File: config.mk
export PLATFORM = sky130hd
export DESIGN_NAME = fpil_interlock
export DESIGN_NICKNAME = d
export VERILOG_FILES = /design/src/rtl/fpil_pkg.sv /design/src/rtl/fpil_lat_lookup.sv /design/src/rtl/fpil_scoreboard.sv /design/src/rtl/fpil_src_check.sv /design/src/rtl/fpil_interlock.sv
export SDC_FILE = /design/constraint.sdc
export NUM_CORES = 1
export LEC_CHECK = 0
export ABC_AREA = 1
export BUFFER_PORTS_ARGS = -buffer_cell sky130_fd_sc_hd__buf_2
export CORE_UTILIZATION = 40
export CTS_CLUSTER_SIZE = 40
export DETAILED_ROUTE_END_ITERATION = 8
export PLACE_DENSITY = 0.63
export REMOVE_ABC_BUFFERS = 1
export SETUP_SLACK_MARGIN = 0.15
export SLEW_MARGIN = 10
export SYNTH_ARGS = -nofsm -noshare
export SYNTH_HDL_FRONTEND = slang
export SYNTH_SLANG_ARGS = --single-unit
File: constraint.sdc
create_clock -name clk -period 4 [get_ports clk]
set_input_delay 0.2 -clock clk [delete_from_list [all_inputs] [get_ports clk]]
set_output_delay 0.2 -clock clk [all_outputs]
set_load 0.02 [all_outputs]
File: src/rtl/fpil_pkg.sv
package fpil_pkg;

  typedef enum logic [2:0] {
    CLS_INT = 3'd0,
    CLS_BR  = 3'd1,
    CLS_LD  = 3'd2,
    CLS_ST  = 3'd3,
    CLS_FPA = 3'd4
  } icls_e;

  function automatic logic cls_writes(icls_e c);
    return (c == CLS_INT) || (c == CLS_LD) || (c == CLS_FPA);
  endfunction

  function automatic int lat_max(int a, int b);
    return (a > b) ? a : b;
  endfunction

endpackage

File: src/rtl/fpil_lat_lookup.sv
// Slack a consumer class may accept from a producer class: the producer's
// preload depth minus the pair latency. Unlisted pairs get zero slack.
module fpil_lat_lookup
  import fpil_pkg::*;
#(
  parameter int LAT_FPA_FPA = 3,
  parameter int LAT_FPA_ST  = 2,
  parameter int LAT_LD_FPA  = 1,
  parameter int LAT_LD_ST   = 0,
  parameter int CW          = 2
) (
  input  icls_e          prod_cls,
  input  icls_e          cons_cls,
  output logic [CW-1:0]  allow
);
  localparam int DEP_FPA = lat_max(LAT_FPA_FPA, LAT_FPA_ST);
  localparam int DEP_LD  = lat_max(LAT_LD_FPA, LAT_LD_ST);

  always_comb begin
    allow = '0;
    unique case (prod_cls)
      CLS_FPA: begin
        if (cons_cls == CLS_FPA)     allow = CW'(DEP_FPA - LAT_FPA_FPA);
        else if (cons_cls == CLS_ST) allow = CW'(DEP_FPA - LAT_FPA_ST);
      end
      CLS_LD: begin
        if (cons_cls == CLS_FPA)     allow = CW'(DEP_LD - LAT_LD_FPA);
        else if (cons_cls == CLS_ST) allow = CW'(DEP_LD - LAT_LD_ST);
      end
      default: allow = '0;
    endcase
  end
endmodule

File: src/rtl/fpil_scoreboard.sv
// Per-register countdown and producer class. Every live entry decrements
// each cycle, so the state is kept in flops rather than a RAM.
module fpil_scoreboard
  import fpil_pkg::*;
#(
  parameter int NREGS = 32,
  parameter int NRD   = 2,
  parameter int CW    = 2,
  localparam int AW   = $clog2(NREGS)
) (
  input  logic                     clk,
  input  logic                     rst,
  input  logic                     wr_en,
  input  logic [AW-1:0]            wr_idx,
  input  logic [CW-1:0]            wr_depth,
  input  icls_e                    wr_cls,
  input  logic [NRD-1:0][AW-1:0]   rd_idx,
  output logic [NRD-1:0][CW-1:0]   rd_cnt,
  output icls_e                    rd_cls [NRD]
);
  logic [CW-1:0] cnt_q [NREGS];
  icls_e         cls_q [NREGS];

  for (genvar g = 0; g < NREGS; g++) begin : g_ent
    if (g == 0) begin : g_zero
      always_ff @(posedge clk) begin
        cnt_q[g] <= '0;
        cls_q[g] <= CLS_INT;
      end
    end else begin : g_live
      always_ff @(posedge clk) begin
        if (rst) begin
          cnt_q[g] <= '0;
          cls_q[g] <= CLS_INT;
        end else if (wr_en && wr_idx == AW'(g)) begin
          cnt_q[g] <= wr_depth;
          cls_q[g] <= wr_cls;
        end else if (cnt_q[g] != '0) begin
          cnt_q[g] <= cnt_q[g] - 1'b1;
        end
      end
    end
  end

  for (genvar r = 0; r < NRD; r++) begin : g_rd
    assign rd_cnt[r] = cnt_q[rd_idx[r]];
    assign rd_cls[r] = cls_q[rd_idx[r]];
  end
endmodule

File: src/rtl/fpil_src_check.sv
// One source operand: blocks when its producer's remaining count exceeds
// the slack granted to the current consumer.
module fpil_src_check #(
  parameter int AW = 5,
  parameter int CW = 2
) (
  input  logic          valid,
  input  logic [AW-1:0] src_idx,
  input  logic [CW-1:0] cnt,
  input  logic [CW-1:0] allow,
  output logic          block
);
  assign block = valid && (src_idx != '0) && (cnt > allow);
endmodule

File: src/rtl/fpil_interlock.sv
module fpil_interlock
  import fpil_pkg::*;
#(
  parameter int NREGS       = 32,
  parameter int LAT_FPA_FPA = 3,
  parameter int LAT_FPA_ST  = 2,
  parameter int LAT_LD_FPA  = 1,
  parameter int LAT_LD_ST   = 0
) (
  input  logic                       clk,
  input  logic                       rst,
  input  logic                       id_valid,
  input  logic [2:0]                 id_cls,
  input  logic [$clog2(NREGS)-1:0]   id_dst,
  input  logic [$clog2(NREGS)-1:0]   id_src1,
  input  logic [$clog2(NREGS)-1:0]   id_src2,
  output logic                       id_stall
);
  localparam int AW      = $clog2(NREGS);
  localparam int NSRC    = 2;
  localparam int DEP_FPA = lat_max(LAT_FPA_FPA, LAT_FPA_ST);
  localparam int DEP_LD  = lat_max(LAT_LD_FPA, LAT_LD_ST);
  localparam int DEP_MAX = lat_max(lat_max(DEP_FPA, DEP_LD), 1);
  localparam int CW      = $clog2(DEP_MAX + 1);

  icls_e                    cls;
  logic                     issue;
  logic                     wr_en;
  logic [CW-1:0]            wr_depth;
  logic [NSRC-1:0][AW-1:0]  src_idx;
  logic [NSRC-1:0][CW-1:0]  src_cnt;
  icls_e                    src_cls [NSRC];
  logic [NSRC-1:0][CW-1:0]  src_allow;
  logic [NSRC-1:0]          src_block;

  assign cls        = icls_e'(id_cls);
  assign src_idx[0] = id_src1;
  assign src_idx[1] = id_src2;

  always_comb begin
    unique case (cls)
      CLS_FPA: wr_depth = CW'(DEP_FPA);
      CLS_LD:  wr_depth = CW'(DEP_LD);
      default: wr_depth = '0;
    endcase
  end

  assign id_stall = |src_block;
  assign issue    = id_valid && !id_stall;
  assign wr_en    = issue && cls_writes(cls) && (id_dst != '0);

  fpil_scoreboard #(
    .NREGS (NREGS),
    .NRD   (NSRC),
    .CW    (CW)
  ) u_sb (
    .clk      (clk),
    .rst      (rst),
    .wr_en    (wr_en),
    .wr_idx   (id_dst),
    .wr_depth (wr_depth),
    .wr_cls   (cls),
    .rd_idx   (src_idx),
    .rd_cnt   (src_cnt),
    .rd_cls   (src_cls)
  );

  for (genvar s = 0; s < NSRC; s++) begin : g_src
    fpil_lat_lookup #(
      .LAT_FPA_FPA (LAT_FPA_FPA),
      .LAT_FPA_ST  (LAT_FPA_ST),
      .LAT_LD_FPA  (LAT_LD_FPA),
      .LAT_LD_ST   (LAT_LD_ST),
      .CW          (CW)
    ) u_lat (
      .prod_cls (src_cls[s]),
      .cons_cls (cls),
      .allow    (src_allow[s])
    );

    fpil_src_check #(
      .AW (AW),
      .CW (CW)
    ) u_chk (
      .valid   (id_valid),
      .src_idx (src_idx[s]),
      .cnt     (src_cnt[s]),
      .allow   (src_allow[s]),
      .block   (src_block[s])
    );
  end
endmodule

== Word-level counts from Yosys, hierarchy flattened ==
Memory sizes are Yosys's and may differ from the RTL's.
Index checks and enable logic that the tools add are counted.
Word-level totals
  flip-flop bits (word level): 0
  memories kept: 2
  input bits: 21
  logic and storage cells: 562
  bits in writable memories: 160
  output and inout bits: 1
Memories
  u_sb.cls_q: depth 32, width 3, read ports 2, clocked after Yosys merged registers in 0, wr ports 32, line fpil_scoreboard.sv:22  | icls_e cls_q [NREGS];
  u_sb.cnt_q: depth 32, width 2, read ports 33, clocked after Yosys merged registers in 0, wr ports 32, line fpil_scoreboard.sv:21  | logic [CW-1:0] cnt_q [NREGS];
Cells by class
  eq/ne operators: 38
  bitwise gates (word level): 93
  reductions and logical operators: 79
  muxes and demuxes: 317
  $lt $le $gt $ge: 2
  add/sub/neg operators: 31
Operators by type and width (number)
  1-bit two-way mux: 220
  2-bit two-way mux: 65
  3-bit two-way mux: 31
  1-bit bitwise OR: 93
  5-bit == test, second input constant: 16
  2-bit nonzero test: 31
  2-bit by 1-bit subtractor with 2-bit output, second input constant: 31
  5-bit by 4-bit == test with 1-bit output, second input constant: 8
  1-bit logical AND: 38
  5-bit by 3-bit == test with 1-bit output, second input constant: 4
  5-bit nonzero test: 3
  3-bit by 2-bit == test with 1-bit output, second input constant: 4
  5-bit by 2-bit == test with 1-bit output, second input constant: 2
  3-bit == test, second input constant: 3
  2-bit OR reduction: 3
  5-bit by 1-bit == test with 1-bit output, second input constant: 1
  2-bit greater-than comparator: 2
  2-bit case mux with 2 select lines: 1
  3-bit logical NOT: 1
  1-bit logical OR: 2
  1-bit logical NOT: 1

== Longest topological paths before layout ==
Gate-level depths: netlist of the first run.
  depth in word-level cells: 17
  gate-level depth with buffers: 24
  gate-level depth less buffers: 22

== Hierarchy ==
A second synthesis of the first run with hierarchy kept.
Unflattened totals
  cell total of the unflattened synthesis: 1437
  area total of the unflattened synthesis: 10583.9 um^2
By module, submodules not included
  fpil_scoreboard: area an instance 10234.8 um^2, sequential area each 4654.5 um^2, cells each 1362, instances 1
  fpil_src_check: area an instance 85.1 um^2, sequential area each 0.0 um^2, cells each 17, instances 2
  fpil_lat_lookup: area an instance 48.8 um^2, sequential area each 0.0 um^2, cells each 12, instances 2
  fpil_interlock: area an instance 81.3 um^2, sequential area each 0.0 um^2, cells each 17, instances 1

== Least setup slack after synthesis of the first run ==
Ideal clock, no wire load.
  kind: in2reg
  start point: input id_src2[0]
  end point: memory u_sb.cls_q[10][1] (netlist name), data pin
  stages: 23
  data required time: 3.734 ns
  arrival: 2.896 ns
  library setup time: 0.266 ns
  path slack: 0.838 ns
  path buffers: 5
  path through: buf_2 -> inv_2 -> buf_2 -> buf_2 -> clkbuf_1 -> nor2_1 -> o22ai_1 -> nand2_1 -> o311ai_0 -> nand2_1 -> nand3_1 -> nand2_1 -> nand2_1 -> nor2_1 -> ha_1 -> or2_2 -> nand3_1 -> nand2_1 -> nand2_2 -> nor2_4 -> buf_4 -> nand4_1 -> nor2_1
RTL lines
  start, declared: line fpil_interlock.sv:16  | input logic [$clog2(NREGS)-1:0] id_src2,
  end, declared: line fpil_scoreboard.sv:22

==> results of run 1 <==
-- stage by stage --
stage	cell area [um^2]	std cells
2_1_floorplan	10510	1350
3_3_place_gp	11480	1755
3_5_place_dp	11480	1755
4_1_cts	12130	1787
5_1_grt	12140	1788
6_report	12140	1788
-- power groups by stage --
stage | Combinational [mW] | Sequential, mW | Clock [mW]
after floorplan | 1.31 | 2.37 | 0
after global placement | 1.79 | 2.47 | 0
after detailed placement | 1.86 | 2.48 | 0
after CTS | 1.87 | 2.44 | 1.83
after global routing | 2.18 | 2.48 | 1.90
final | 1.91 | 2.45 | 1.83
-- flip-flops by register name, indices dropped and copies added, names as in the netlist --
| name | cells |
|---|---|
| u_sb.cls_q | 93 |
| u_sb.cnt_q | 62 |
-- cells by family after synthesis --
family	Yosys count	synth area share [%]
AND/OR/NAND/NOR	708	30.16
flip-flops	155	42.87
other	1	0.03454
buffers and inverters	302	10.87
adder cells (fa/ha/maj)	33	3.803
AO/OA/AOI/OAI	230	12.26
-- metal layers --
layer / wire length, um / global-route usage (%) / vias to the layer above / share of wire (%)
met3: 4234 / 4.943 / 96 / 11
li1: - / - / 5006 / -
met1: 16380 / 39.81 / 5159 / 42
met4: 1047 / 9.138 / 2 / 2.7
met5: 13 / 0 / - / 0.033
met2: 17140 / 43.92 / 671 / 44
-- critical path, cell delays in order (launching register included) --
cell,delay (ns)
edfxtp_1,0.36
inv_1,0.14
a21oi_1,0.09
o21ai_0,0.10
o21ai_0,0.20
o21ai_0,0.31
o21ai_0,0.17
a221oi_1,0.32
ha_1,0.19
or2_2,0.10
nand3_1,0.07
nand2_1,0.09
nand2_2,0.14
nor2_4,0.36
buf_4,0.41
nand4_1,0.18
nor2_1,0.14
-- cells in the final DEF (no fill, tap or decap), drive strengths merged --
cell / n
nand2: 240
inv: 195
nor2: 182
nand4: 180
edfxtp: 155
o21ai: 106
nand3: 100
buf: 70
a21oi: 59
ha: 33
conb: 31
o211ai: 24
clkbuf: 18
o221ai: 8
a22oi: 7
o22ai: 7
o2111ai: 6
bufinv: 5
nor3: 5
clkinv: 5
a221oi: 4
a32oi: 2
o311ai: 2
or2: 2
clkinvlp: 2
a211oi: 1
a21boi: 1
a31oi: 1
o31ai: 1
o21bai: 1
-- how the worst max path moves through the flow --
| stage | from | end | slack (ns) | depth (start not counted) |
|---|---|---|---|---|
| after detailed placement | id_src1[0] | u_sb.cls_q[15][2] | 0.31 | 17 |
| after global placement | id_src2[1] | u_sb.cls_q[27][2] | 0.34 | 21 |
| after floorplan | id_src2[0] | u_sb.cls_q[10][1] | -0.19 | 18 |
| final | u_sb.cnt_q[17][0] | u_sb.cls_q[14][1] | 0.46 | 16 |
| after CTS | u_sb.cnt_q[17][0] | u_sb.cls_q[15][2] | 0.43 | 16 |
| after global routing | u_sb.cnt_q[17][0] | u_sb.cls_q[27][2] | 0.25 | 16 |
-- cell type report --
class                      instances  share of cell area, %
clock buffer                      18                  3.536
clock inverter                    14                  1.804
inverter                         193                  6.010
multi-input combinational       1003                  42.43
sequential                       155                  38.35
tap                              335                  3.454
timing repair buffer              70                  4.412
==> flow_summary.json, run 1 <==
{
  "dieArea_um2": 27800,
  "syn_inst": 1429,
  "cts_resized": 0,
  "grt_pass1_wl_um": 60090,
  "ys_top_cells_by_area": "edfxtp_1, nand4_1, nand2_1",
  "synth_edf_count": 155,
  "holdPathStages": 2,
  "r2r_setup_slack_ns": 0.46,
  "hold_viol_final": 0,
  "synthArstFlopShare_pct": 0,
  "cts_root_buf": "clkbuf_16",
  "synthFlopType": "edfxtp_1",
  "r2r-end": "u_sb.cls_q[14][1]",
  "r2r_cells": 16,
  "viasPerCell": 6.115,
  "numCtsBuffers": 17,
  "p_clk_share_pct": 29.6,
  "crit_arrival_ns": 3.83,
  "fmax_ghz": 0.2826,
  "dpl.hpwl_um": 26990,
  "finalPower_mw": 6.186,
  "htree_levels": 4,
  "regArea_um2": 4654,
  "pre_cts_slack_ns": 0.3096,
  "switching_power_mw": 2.216,
  "fin_util_pct": 46.05,
  "p_per_area_nw_per_um2": 509.7,
  "reg2reg_from": "u_sb.cnt_q[17][0]",
  "min_path_type": "primary input to flop",
  "initial_core_util_pct": 41.20,
  "ys_seq_elements": 155,
  "fill_cells": 2569,
  "whs_endpoint": "u_sb.cls_q[4][1]",
  "wire_per_inst_um": 21.71,
  "area_growth_pct": 11.79,
  "ios": 22,
  "min_from": "rst",
  "cellLeakagePower_nw": 5.193,
  "die_width_um": 166.7,
  "track_usage_pct": 28.26,
  "grt_pass1_vias": 10255,
  "finalCritPeriodShare_pct": 88.46,
  "postCtsSetupBuffers": 0,
  "fin_skew_ns": 0.01335,
  "core_area_um2": 26350,
  "place_congestion": 0.9806,
  "drtPass1Iterations": 6,
  "yosysWarningCount": 0,
  "critPathLaunchType": "flop",
  "yosys.area.top_type": "edfxtp_1",
  "synth_top_area_share_pct": 42.87,
  "grt-ovfl-total": 0,
  "portBuffers": 21,
  "antenna_cells": 0,
  "nNetsFinal": 1494,
  "clockBufferDepth": 2,
  "synthesis.area_um2": 10860,
  "finalWirelength_um": 38820,
  "worstPathRequired_ns": 4.29,
  "ant_nets": 0,
  "timing.hold.ws_ns": 0.1780,
  "combPwrFrac_pct": 30.8,
  "grt_max_degree": 143,
  "drcViolationCount": 0,
  "setup_viol": 0,
  "synth_area_per_cell_um2": 7.597,
  "p_sw_share_pct": 35.83,
  "clk_latency_ns": 0.44,
  "holdBufCountCts": 0,
  "cts_tree": "yes",
  "vias": 10934,
  "final.setup.tns_ns": 0,
  "synthMostInstantiatedCell": "nand2_1",
  "rsz0062_at_grt": "no",
  "drive_gt1_share_pct": 8.259,
  "cts.sinks": 155,
  "cp_max_fo": 30,
  "tightest_slew_ns": 1.057,
  "layout_setup_ws_ns": 0.4618,
  "slew_violations": 0,
  "antenna_found_initial": 1,
  "intPower_mw": 3.969,
  "endpoint_kind": "flop",
  "yosysSeqAreaShare_pct": 42.87,
  "synth_common_cells": "nand2_1, inv_1, nand4_1",
  "clk_pin_slew_ns": 0.07,
  "layout_min_cycle_time_ns": 3.538,
  "die_h_um": 166.7,
  "yosysUniqueCellTypes": 34,
  "outcome": "complete, no violations",
  "drtIter0Drc": 1445,
  "multi_input_area_um2": 5150,
  "crit_type": "flop to flop",
  "num_rows": 59,
  "relSlewSlack_pct": 29.56,
  "p_seq_share_pct": 39.6,
  "maxCapViolCount": 0,
  "ir_worst_vdd_uv": 297.8
}
Power figures use the tool's default switching activity.
==> run 2: changes to the inputs <==
--- a/config.mk
+++ b/config.mk
@@ -6,11 +6,11 @@
 export NUM_CORES = 1
 export LEC_CHECK = 0
 export ABC_AREA = 1
-export BUFFER_PORTS_ARGS = -buffer_cell sky130_fd_sc_hd__buf_2
-export CORE_UTILIZATION = 40
+export CORE_UTILIZATION = 65
 export CTS_CLUSTER_SIZE = 40
 export DETAILED_ROUTE_END_ITERATION = 8
-export PLACE_DENSITY = 0.63
+export DONT_BUFFER_PORTS = 1
+export PLACE_DENSITY = 0.89
 export REMOVE_ABC_BUFFERS = 1
 export SETUP_SLACK_MARGIN = 0.15
 export SLEW_MARGIN = 10
==> run 2 against run 1 <==
  * Sequential cell count unchanged
  * Sequential power barely moved
  * First-iteration DRC count rose by 54%
  * Core utilization grew 27 points
  * Final area decreased by 3.2%
  * Final cell count fell by 8.7%
  * Largest power group unchanged
==> flow_summary.json, run 2 (same netlist as run 1, synthesis figures left out) <==
{
  "outcome": "complete, no violations",
  "initial_core_util_pct": 67.37,
  "crit_arrival_ns": 3.83,
  "htree_levels": 4,
  "regMostFlops": "u_sb.cls_q",
  "antenna_found_initial": 0,
  "fill_cells": 1245,
  "reg_top3": "u_sb.cls_q: 93 flops, u_sb.cnt_q: 62 flops",
  "num_rows": 46,
  "multi_input_area_um2": 5144,
  "clk_pin_slew_ns": 0.06,
  "rsz0062_at_grt": "no",
  "cts_root_buf": "clkbuf_16",
  "die_h_um": 131.2,
  "dieArea_um2": 17220,
  "cpMaxStageDelayCell": "nor2_4",
  "most-common-layout-cells": "nand2_1, inv_1, nand4_1",
  "tightest_slew_ns": 0.9224,
  "core_area_um2": 16120,
  "ant_nets": 0,
  "area_growth_pct": 8.240,
  "layout_min_cycle_time_ns": 3.537,
  "cts.sinks": 155,
  "cellLeakagePower_nw": 5.026,
  "slew_violations": 0,
  "endpoint_kind": "flop",
  "grt-ovfl-total": 0,
  "drtIter0Drc": 2219,
  "fin_util_pct": 72.92,
  "final.setup.tns_ns": 0,
  "drcViolationCount": 0,
  "clk_latency_ns": 0.44,
  "cp_max_fo": 32,
  "place_congestion": 1.004,
  "maxCapViolCount": 0,
  "ir_worst_vdd_uv": 345.3,
  "min_path_type": "primary input to flop",
  "nNetsFinal": 1459,
  "crit_type": "flop to flop",
  "setup_viol": 0,
  "reg2reg_from": "u_sb.cls_q[18][2]",
  "worstPathRequired_ns": 4.30,
  "fin_skew_ns": 0.01034,
  "vias": 11342,
  "path_common_cell": "nand2_1",
  "largest_reg_flops": 93,
  "p_per_area_nw_per_um2": 514.4,
  "layout_commonest_cell": "nand2_1",
  "layout_setup_ws_ns": 0.4634,
  "whs_endpoint": "u_sb.cls_q[4][2]",
  "drtPass1Iterations": 8,
  "track_usage_pct": 43.34,
  "grt_max_degree": 124,
  "r2r_setup_slack_ns": 0.46,
  "fmax_ghz": 0.2828,
  "postCtsSetupBuffers": 0,
  "min_from": "id_cls[2]",
  "finalCritPeriodShare_pct": 88.41,
  "crit_chain": "o21ai_0 > o22ai_1 > o211ai_1 > nand2_1 > nand2_1 > nand3_1 > o21ai_0 > nor2_1 > ha_1 > or2_2 > nand3_1 > nand2_1 > nand2_2 > nor2_4 > buf_12 > buf_4 > nand4_1 > nor2_1",
  "clockBufferDepth": 2,
  "dpl.hpwl_um": 24410,
  "regArea_um2": 4654,
  "pre_cts_slack_ns": 0.08117,
  "ios": 22,
  "holdPathStages": 2,
  "wire_per_inst_um": 22.61,
  "relSlewSlack_pct": 38.51,
  "grt_pass1_vias": 10617,
  "numCtsBuffers": 17,
  "critPathLaunchType": "flop",
  "r2r_cells": 18,
  "viasPerCell": 6.945,
  "r2r-end": "u_sb.cls_q[14][2]",
  "grt_pass1_wl_um": 57210,
  "cts_tree": "yes",
  "portBuffers": 0,
  "timing.hold.ws_ns": 0.04409,
  "drive_gt1_share_pct": 5.575,
  "cpPeakStageDelay_ns": 0.49,
  "antenna_cells": 0,
  "die_width_um": 131.2,
  "finalWirelength_um": 36920,
  "hold_viol_final": 0
}
-- run 2: how the worst max path moves through the flow --
stage	start	cells past startpoint	endpoint	slack [ns]
floorplan	id_src2[0]	18	u_sb.cls_q[10][1]	-0.19
global placement	id_src1[0]	22	u_sb.cls_q[2][1]	0.19
detailed placement	id_src1[0]	19	u_sb.cls_q[14][2]	0.08
CTS	u_sb.cls_q[18][2]	17	u_sb.cls_q[23][2]	0.22
global route	u_sb.cls_q[6][2]	18	u_sb.cls_q[2][1]	0.22
finish	u_sb.cls_q[18][2]	18	u_sb.cls_q[14][2]	0.46
-- run 2: repair_timing --
item / CTS / global route
gates resized for setup: 0 / 0
hold buffers: 1 / 0
endpoints found under the hold margin: 2 / 0
-- run 2: critical path: cells and delay by family, from the launching register on --
| family | cells | cell delay [ns] |
|---|---|---|
| flops | 1 | 0.40 |
| simple gates | 11 | 1.46 |
| buf+inv | 2 | 0.53 |
| fa+ha+maj | 1 | 0.27 |
| compound gates | 4 | 0.72 |
-- run 2: report_power, final --
group,total [mW],internal (mW),switching (mW)
Clock,1.72,1.03,0.683
Combinational,1.87,0.614,1.26
Sequential,2.45,2.24,0.217
Total,6.04,3.89,2.16
-- run 2: layer usage --
| layer | GRT usage, % | vias to the layer above | wire [um] |
|---|---|---|---|
| li1 | - | 4924 | - |
| met1 | 55.75 | 5040 | 12620 |
| met2 | 64.51 | 1129 | 15780 |
| met3 | 14.93 | 249 | 6423 |
| met4 | 22.55 | 0 | 2099 |
| met5 | 0 | - | 0 |
-- run 2: final cells by class --
type | count | area share (%)
Tap cell | 216 | 2.300
Sequential cell | 155 | 39.61
Clock inverter | 13 | 1.501
Clock buffer | 18 | 3.652
Timing Repair Buffer | 36 | 2.960
Multi-Input combinational cell | 1002 | 43.77
Inverter | 193 | 6.207
-- run 2: per-stage QoR --
| stage | std cells | instance area, um^2 | total power, mW |
|---|---|---|---|
| global route | 1633 | 11750 | 6.339 |
| detailed placement | 1600 | 11120 | 4.251 |
| floorplan | 1350 | 10510 | 3.681 |
| finish | 1633 | 11750 | 6.044 |
| CTS | 1632 | 11730 | 5.937 |
| global placement | 1600 | 11120 | 4.122 |
==> run 3: changes to the inputs <==
--- a/config.mk
+++ b/config.mk
@@ -6,11 +6,11 @@
 export NUM_CORES = 1
 export LEC_CHECK = 0
 export ABC_AREA = 1
-export CORE_UTILIZATION = 65
+export CORE_UTILIZATION = 59
 export CTS_CLUSTER_SIZE = 40
 export DETAILED_ROUTE_END_ITERATION = 8
 export DONT_BUFFER_PORTS = 1
-export PLACE_DENSITY = 0.89
+export PLACE_DENSITY = 0.86
 export REMOVE_ABC_BUFFERS = 1
 export SETUP_SLACK_MARGIN = 0.15
 export SLEW_MARGIN = 10
==> constraint.sdc (replaced) <==
create_clock -name clk -period 3.09 [get_ports clk]
set_input_delay 0.1545 -clock clk [delete_from_list [all_inputs] [get_ports clk]]
set_output_delay 0.1545 -clock clk [all_outputs]
set_load 0.02 [all_outputs]
==> run 3 against run 2 <==
  * The flow now finishes with violations (setup timing)
  * Largest cell class unchanged
  * Hold slack worse by 0.040 ns
  * Final cell count up 3.1%
  * Sequential share of layout area down 2.2 points
  * Non-clock buffer count up 38
  * Register-to-register slack worse by 0.47 ns
  * First-iteration DRC count down 5.1%
==> flow_summary.json, run 3 (same netlist as run 1, synthesis figures left out) <==
{
  "drtIter0Drc": 2105,
  "cellLeakagePower_nw": 5.322,
  "drtPass1Iterations": 7,
  "r2r-end": "u_sb.cnt_q[4][0]",
  "most-common-layout-cells": "nand2_1, inv_1, nand4_1",
  "rsz0062_at_grt": "yes",
  "critPathLaunchType": "flop",
  "finalWirelength_um": 39630,
  "pre_cts_slack_ns": -0.02544,
  "portBuffers": 0,
  "antenna_found_initial": 0,
  "dpl.hpwl_um": 25560,
  "reg_top3": "u_sb.cls_q: 93 flops, u_sb.cnt_q: 62 flops",
  "htree_levels": 4,
  "drive_gt1_share_pct": 11.75,
  "track_usage_pct": 41.69,
  "ir_worst_vdd_uv": 440.2,
  "whs_endpoint": "u_sb.cls_q[20][2]",
  "ant_nets": 0,
  "drcViolationCount": 0,
  "clockBufferDepth": 2,
  "vias": 11459,
  "viasPerCell": 6.805,
  "regMostFlops": "u_sb.cls_q",
  "numCtsBuffers": 17,
  "clk_pin_slew_ns": 0.07,
  "finalPower_mw": 8.082,
  "die_width_um": 137.7,
  "tightest_slew_ns": 0.7669,
  "crit_arrival_ns": 3.30,
  "worstSetupStartpoint": "u_sb.cls_q[23][1]",
  "grt_pass1_vias": 10533,
  "layout_min_cycle_time_ns": 3.097,
  "largest_reg_flops": 93,
  "layout_commonest_cell": "nand2_1",
  "hold_viol_final": 0,
  "initial_core_util_pct": 60.23,
  "wire_per_inst_um": 23.54,
  "place_congestion": 1.013,
  "area_growth_pct": 14.73,
  "setup_viol": 1,
  "slew_violations": 0,
  "die_h_um": 137.7,
  "finalCritPeriodShare_pct": 100.2,
  "grt-ovfl-total": 0,
  "crit_type": "flop to flop",
  "holdPathStages": 2,
  "cts.sinks": 155,
  "p_per_area_nw_per_um2": 648.8,
  "reg2reg_from": "u_sb.cls_q[23][1]",
  "cp_max_fo": 6,
  "fmax_ghz": 0.3229,
  "min_from": "id_dst[4]",
  "dieArea_um2": 18950,
  "min_path_type": "primary input to flop",
  "num_rows": 49,
  "cts_root_buf": "clkbuf_16",
  "endpoint_kind": "flop",
  "antenna_cells": 0,
  "r2r_setup_slack_ns": -0.007,
  "grt_pass1_wl_um": 57660,
  "layout_setup_ws_ns": -0.006670,
  "outcome": "finished with violations",
  "worstPathRequired_ns": 3.29,
  "r2r_cells": 17,
  "maxCapViolCount": 0,
  "grt_max_degree": 92,
  "nNetsFinal": 1497,
  "final.setup.tns_ns": -0.006670,
  "relSlewSlack_pct": 48.84,
  "ios": 22,
  "clk_latency_ns": 0.45,
  "violations": "setup timing",
  "cts_tree": "yes",
  "core_area_um2": 18020,
  "fin_skew_ns": 0.01319
}
run 3: cell count changes in the layout (fill, tap and decap cells not counted), moves of 18 or more:
cell / change
buf_4: +20
nand2_1: -19
nand3_1: -20
nand3_2: +18
o21ai_0: -21
run 3: worst max-delay path by stage:
stage                         to  slack, ns  cells after the start
3_5_place_dp   u_sb.cnt_q[16][0]      -0.03                     12
3_3_place_gp    u_sb.cnt_q[4][0]      -0.04                     12
5_1_grt        u_sb.cls_q[10][2]      -0.10                     16
2_1_floorplan  u_sb.cls_q[10][1]      -1.06                     18
6_report        u_sb.cnt_q[4][0]     -0.007                     17
4_1_cts                 id_stall       0.15                     12
run 3: layout make-up:
cell class	instances	area [um^2]
Clock buffer	18	429.2
Clock inverter	13	151.4
Fill cell	1408	5569
Inverter	193	729.5
Multi-Input combinational cell	1002	5386
Sequential cell	155	4654
Tap cell	229	286.5
Timing Repair Buffer	74	818.3
run 3: worst max-delay path: stages, from the launching register on:
cell and delay (ns):
edfxtp_1 0.43, o21ai_0 0.27, nand2_1 0.28, nand2_1 0.15
nand3_1 0.12, nand2_1 0.08, nand2_1 0.05, nand2_1 0.05
nor2_1 0.04, ha_1 0.26, or2_4 0.12, nand3_4 0.06
nand2_4 0.10, buf_6 0.13, buf_12 0.12, nand4_1 0.27
nand4_1 0.21, nand2_1 0.08
run 3: what timing repair did:
item / in CTS / in global routing
endpoints found under the hold margin: 5 / 0
gates cloned: 0 / 7
resized for setup: 23 / 66
pin swaps: 17 / 57
endpoints found under the setup margin: 280 / 280
hold buffers: 3 / 0
buffers inserted: 0 / 5
run 3: power breakdown:
part / switching (mW) / internal (mW) / total, mW / leakage, nW
logic: 1.77 / 0.989 / 2.76 / 3.43
clock network: 0.910 / 1.26 / 2.17 / 0.273
registers: 0.260 / 2.89 / 3.15 / 1.62
run 3: layer usage:
metal | part of all wire [%] | GRT usage [%]
met4 | 6.8 | 24.60
met2 | 43 | 62.51
met3 | 16 | 14.50
met5 | 0 | 0
met1 | 35 | 51.72
run 3: metrics by stage:
stage	hold WS (ns)	util [%]	area, um^2	cells
floorplan	0.3507	-	10510	1350
global placement	0.3537	63.22	11390	1638
detailed placement	0.3556	63.22	11390	1638
CTS	0.007420	66.85	12050	1672
global route	-0.001041	69.10	12460	1684
finish	0.003942	69.10	12460	1684
